[src/rtl/double_pump_arbiter.sv]
module double_pump_arbiter #(
  parameter int unsigned AW    = 18,
  parameter int unsigned SUB   = 4,
  parameter int unsigned VBASE = 0
) (
  input  logic          clk,
  input  logic          rst_n,
  input  logic          cpu_req,
  input  logic          cpu_we,
  input  logic [1:0]    cpu_be,
  input  logic [AW-1:0] cpu_addr,
  input  logic [15:0]   cpu_wdata,
  output logic          cpu_ack,
  output logic          cpu_ready,
  output logic [15:0]   cpu_rdata,
  input  logic          frame_start,
  output logic          vid_valid,
  output logic [AW-1:0] vid_addr,
  output logic [31:0]   vid_data,
  output logic [AW-1:0] sram_addr,
  output logic [15:0]   sram_dout,
  input  logic [15:0]   sram_din,
  output logic          sram_ce_n,
  output logic          sram_we_n,
  output logic          sram_oe_n,
  output logic          sram_ub_n,
  output logic          sram_lb_n
);
  localparam int unsigned ACC  = 2 * SUB;
  localparam int unsigned TURN = 2 * ACC;
  localparam int unsigned PER  = 2 * TURN;
  localparam int unsigned PW   = $clog2(PER);

  logic [PW-1:0] phase;
  logic          c_act, c_we;
  logic [1:0]    c_be;
  logic [AW-1:0] c_addr, vcnt;
  logic [15:0]   c_wdata, vhi;
  logic          fs_pend;

  wire          in_v   = phase >= PW'(TURN);
  wire [PW-1:0] tph    = in_v ? phase - PW'(TURN) : phase;
  wire          second = tph >= PW'(ACC);
  wire [PW-1:0] slot   = second ? tph - PW'(ACC) : tph;
  wire          setup  = slot == '0;
  wire          lastc  = slot == PW'(ACC - 1);
  wire          plast  = phase == PW'(PER - 1);
  wire          cpu_on = !in_v && !second && c_act;

  assign sram_ce_n = !(in_v || cpu_on);
  assign sram_addr = in_v ? vcnt + AW'(second) : c_addr;
  assign sram_dout = c_wdata;
  assign sram_oe_n = !((in_v || (cpu_on && !c_we)) && !setup);
  assign sram_we_n = !(cpu_on && c_we && !setup && !lastc);
  assign sram_ub_n = !(in_v || (cpu_on && (!c_we || c_be[1])));
  assign sram_lb_n = !(in_v || (cpu_on && (!c_we || c_be[0])));

  always_ff @(posedge clk or negedge rst_n) begin
    if (!rst_n) begin
      phase     <= '0;
      c_act     <= 1'b0;
      c_we      <= 1'b0;
      c_be      <= 2'b00;
      c_addr    <= '0;
      c_wdata   <= '0;
      cpu_ack   <= 1'b0;
      cpu_ready <= 1'b0;
      cpu_rdata <= '0;
    end else begin
      phase     <= plast ? '0 : phase + 1'b1;
      cpu_ack   <= plast && cpu_req;
      cpu_ready <= cpu_on && lastc;
      if (plast) begin
        c_act <= cpu_req;
        if (cpu_req) begin
          c_we    <= cpu_we;
          c_be    <= cpu_be;
          c_addr  <= cpu_addr;
          c_wdata <= cpu_wdata;
        end
      end
      if (cpu_on && lastc && !c_we) cpu_rdata <= sram_din;
    end
  end

  always_ff @(posedge clk or negedge rst_n) begin
    if (!rst_n) begin
      vcnt      <= AW'(VBASE);
      fs_pend   <= 1'b0;
      vhi       <= '0;
      vid_valid <= 1'b0;
      vid_addr  <= '0;
      vid_data  <= '0;
    end else begin
      vid_valid <= in_v && second && lastc;
      if (in_v && !second && lastc) vhi <= sram_din;
      if (in_v && second && lastc) begin
        vid_data <= {vhi, sram_din};
        vid_addr <= vcnt;
      end
      if (plast) begin
        vcnt    <= (fs_pend || frame_start) ? AW'(VBASE) : vcnt + AW'(2);
        fs_pend <= 1'b0;
      end else if (frame_start) begin
        if (in_v) fs_pend <= 1'b1;
        else      vcnt    <= AW'(VBASE);
      end
    end
  end
endmodule

[config.mk]
export PLATFORM = sky130hd
export DESIGN_NAME = double_pump_arbiter
export DESIGN_NICKNAME = d
export VERILOG_FILES = /design/src/rtl/double_pump_arbiter.sv
export SDC_FILE = /design/constraint.sdc
export NUM_CORES = 1
export LEC_CHECK = 0
export BUFFER_PORTS_ARGS = -buffer_cell sky130_fd_sc_hd__buf_4
export CORE_MARGIN = 3
export CORE_UTILIZATION = 30
export CTS_CLUSTER_SIZE = 40
export DETAILED_ROUTE_END_ITERATION = 12
export MAX_ROUTING_LAYER = met4
export SYNTH_ARGS = -nofsm -noshare
export SYNTH_HDL_FRONTEND = slang
export SYNTH_SLANG_ARGS = --single-unit
export TNS_END_PERCENT = 1
[constraint.sdc]
create_clock -name clk -period 2.15 [get_ports clk]
set_input_delay 0.1075 -clock clk [delete_from_list [all_inputs] [get_ports clk]]
set_output_delay 0.1075 -clock clk [all_outputs]
set_load 0.005 [all_outputs]
* Word level (Yosys, flattened, before mapping) *
Cells that the tools add are included.

word-level totals
  input bits = 57
  bits in registers = 147
  word-level logic and storage cells = 75

operators by class
  add/subtract/negate cells = 5
  magnitude comparators = 2
  reductions and logical operators = 39
  mux-type cells = 11
  equal/unequal tests = 3

operators with widths
  kind                                                                     number
  18-bit 2-to-1 mux                                                        5
  18-bit by 1-bit adder with 18-bit output                                 1
  18-bit by 2-bit adder with 18-bit output, second input constant          1
  1-bit logical AND                                                        16
  5-bit 2-to-1 mux                                                         3
  1-bit logical NOT                                                        10
  1-bit logical OR                                                         7
  2-bit AND reduction                                                      3
  5-bit by 1-bit adder with 5-bit output, second input constant            1
  5-bit by 3-bit equality test with 1-bit output, second input constant    1
  5-bit equality test, second input constant                               1
  5-bit by 4-bit >= comparator with 1-bit output, second input constant    1
  5-bit >= comparator, second input constant                               1
  5-bit logical NOT                                                        1
  5-bit by 4-bit subtractor with 5-bit output, second input constant       1
  5-bit subtractor, second input constant                                  1
  2-bit nonzero test                                                       2
  1-bit 2-to-1 mux                                                         3
  2-bit by 1-bit inequality test with 1-bit output, second input constant  1

* Logic depth before layout (Yosys ltp) *
  depth after elaboration = 10
  depth in mapped cells = 10
  gate-level depth less buffers = 8

* Worst setup path after synthesis *
Ideal clock, no wire load.

  path kind = flip-flop to flip-flop
  start point = register phase[3]
  end point = register cpu_rdata[10]
  required time = 2025 ps
  buffers on the path = 2
  arrival = 2106 ps
  clock period less this slack = 2230 ps
  setup slack = -80 ps
  cell stages (with the launch flop) = 9
  setup time = 125 ps
  cells stage by stage = dfrtp_1 -> buf_4 -> inv_1 -> ha_1 -> nor2b_1 -> o211ai_1 -> nor4b_4 -> buf_6 -> mux2_2

on the way
  cells in the longest elaborated chain, start to end = 8
  elaborated cells on any way between the ends = 13
  those cells by class = add/sub (2); order compare (2); eq/ne (1); mux (2); reduce/logical (6)

ends and longest elaborated chain
  what                                                                      RTL line  RTL
  start: declaration                                                        34        logic [PW-1:0] phase;
  start signal: assignment                                                  70        phase <= plast ? '0 : phase + 1'b1;
  parallel branches: the longest is 6 deep, another holds 5-bit subtractor  --
  1-bit logical AND * (2 in series)                                         82        if (cpu_on && lastc && !c_we) cpu_rdata <= sram_din;
  end signal: assignment                                                    82
  end: declaration                                                          15        output logic [15:0] cpu_rdata,

Mark *: on every way between the ends.
A chain may end at the register's enable or synchronous reset.

* Worst setup path in the final report *
  start point = register phase[3]
  end point = register cpu_rdata[11]

Same word-level chain as after synthesis.

==> results.cfg <==
[outcome]
status = finished clean

[logic_synthesis]
synth-xor-area-share = 0.00288
seq_area_frac_synth = 0.597
post_synth_num_cell_types = 47
synth_top_family_by_area = multiplexers
postSynthCellCount = 435
ys_warn_count = 0
synthMuxAreaShare = 0.252
ys_seq_elements = 145
syn-num-nets = 497
synth-compound-area-share = 0.0482
synth_fa_ha_area_frac = 0.0103
syn_area_um2 = 6080
synthSimpleGateAreaFrac = 0.0650
syn_area_per_cell_um2 = 14.0

[worst_hold_path]
hold_path_depth = 4
hold_class = input port to flip-flop

[timing]
worstMarginPinSlew_ps = 521
finalCriticalPeriod_ps = 2090
slew_headroom = 0.652
setup_viol = 0
fin_worst_skew_ps = 12.0
hold_viol_final = 0
rsz0062_at_grt = yes
timing.fmax_mhz = 478
slew_viol_final = 0
fin_crit_sh = 0.974
whs_ps = 160

[clock_tree]
cts_root_buf = clkbuf_16
cts_sinks = 145
worst_skew_pair.late_latency_ps = 420
ctsLongestPathBuffers = 2
h-tree-depth = 4
cts_tree = built
cts_buffers = 17
clkTransAtPathRegs_ps = 60

[grt]
grt_pass1_wl_um = 25200
grt.overflow.total = 0
grt_start_max_net_pins = 75
grt_pass1_vias = 4849
track_usage = 0.147
antenna_found_initial = 0

[routing]
drtPass1Iterations = 4
drt-initial-drc-count = 167
vias_per_cell = 4.68
drc = 0
wl_per_cell_um = 16.5
vias = 4455
ant_nets = 0
drt_wl_total_um = 15700

[placement]
dp_hpwl_um = 10300
place_inst = 863
portBuffers = 163
place_congestion = 0.852

[pwr]
pwr_density_cell_nw_per_um2 = 707
ir_worst_vdd_uv = 520
p_leak_nw = 4.40

[floorplanning]
ios = 165
die_y_um = 148
start_util = 0.309
row_count = 51
die_x_um = 148
core_um2 = 19700
die_area_um2 = 22000

[finish]
layout_commonest_cell = buf_4
multiInputGateArea_um2 = 2400
layout_common_cells = buf_4 (182), dfrtp_1 (145), mux2_2 (120)
fin_nets = 737
seq_area_um2 = 3630
final_cells = 952
antenna_cells = 0
drive_gt1_frac = 0.539
fillers = 1803
area_growth_pct = 48.8

[worst_setup_path]
cp-end-kind = flip-flop
worstPathRequired_ps = 2450
crit_type = flip-flop to flip-flop
arrival_ps = 2390
reg2reg_depth = 8
cp-start-kind = flip-flop
path_max_fanout = 8

[run]
cap_violations = 0
[state kept, by name, indices dropped and copies added (netlist names), 2 cells and up]
register / flops
c_addr: 18
c_be: 2
cpu_rdata: 16
phase: 5
sram_dout: 16
vcnt: 17
vhi: 16
vid_addr: 17
vid_data: 32
[Yosys cell counts, drive strengths merged]
master	count	area [um^2]
and3b	1	8.76
nor4b	2	32.5
buf	15	85.1
mux2	136	1530
or3	3	18.8
nor3b	3	27.5
o31ai	3	22.5
ha	5	62.6
nand2	12	45.0
or4	3	22.5
xnor2	2	17.5
nor3	2	10.0
o211a	1	10.0
nor2	12	45.0
o311a	1	10.0
o41ai	1	8.76
or3b	1	8.76
o21ai	12	60.1
a21oi	15	82.6
or2	2	12.5
a22o	1	8.76
nand3	10	55.1
and4	1	8.76
inv	7	26.3
conb	2	7.51
a21o	2	15.0
a211o	1	8.76
a31oi	8	50.1
nand4	6	37.5
o211ai	1	7.51
nand2b	3	18.8
a41oi	1	8.76
clkbuf	8	31.3
nor4	2	12.5
nor2b	3	18.8
dfrtp	145	3630
and3	1	6.26
and2	1	6.26
[critical path, cell delays in order, from the launching register on]
cell	delay (ps)
dfrtp_1	360
inv_2	60
ha_4	260
and3b_1	150
o211ai_1	180
nor4b_4	300
buf_4	180
clkbuf_16	170
mux2_4	300
[stage by stage]
step	area [um^2]	total power, W	TNS [ps]	setup WS (ps)	util
final	9040	0.00639	0	55.8	0.460
after detailed placement	7750	0.00329	0	44.0	0.394
after CTS	8910	0.00648	0	43.4	0.453
after global routing	9040	0.00667	-817	-65.7	0.460
after global placement	7750	0.00328	0	132	0.394
after floorplan	6080	0.00302	-529	-64.9	-
[path summary, 6_finish.rpt]
check	startpoint	endpoint	slack [ps]
worst max-delay path	phase[3]$_DFF_PN0_	cpu_rdata[11]$_DFFE_PN0P_	60
worst min-delay path	cpu_req	cpu_ack$_DFF_PN0_	160
worst max register to register	phase[3]$_DFF_PN0_	cpu_rdata[11]$_DFFE_PN0P_	60
worst min register to register	phase[0]$_DFF_PN0_	phase[0]$_DFF_PN0_	490
max in group asynchronous	rst_n	vhi[14]$_DFFE_PN0P_	1180
min in group asynchronous	rst_n	vid_addr[5]$_DFFE_PN0P_	210
[what timing repair did]
| item | CTS | global route |
|---|---|---|
| hold buffers | 55 | 0 |
| resized for setup | 0 | 25 |
| buffers inserted | 0 | 2 |
| endpoints found under the setup margin | 0 | 25 |
| hold endpoints to repair | 136 | 0 |
[cell families (layout without fill, tap and decap cells)]
logic type	after synthesis	count (layout)
DFF	145	145
other	2	2
muxes	136	136
and+or+nand+nor	68	68
adders and majority gates	5	5
AOI/OAI and AO/OA	47	47
xor gates and xnor gates	2	2
buffers and inverters	30	282
[metal layers]
layer  vias up  part of all wire  GRT usage
li1       2046                 -          -
met1      2272              0.40      0.166
met2       115              0.54      0.256
met3        22             0.042     0.0396
met4         0             0.013     0.0471
met5         -                 0          -
[power by group]
group	internal (W)	switching (W)
Clock	0.00189	0.00117
Sequential	0.00283	0.0000538
Combinational	0.000292	0.000161
[final cells by class]
cell class	instances	area share
sequential	145	0.401
multi-input combinational	260	0.266
timing repair buffer	244	0.226
clock buffer	20	0.0505
tap	265	0.0367
clock inverter	11	0.0169
inverter	7	0.00291
Note: power is estimated with default switching activity, not from simulation.
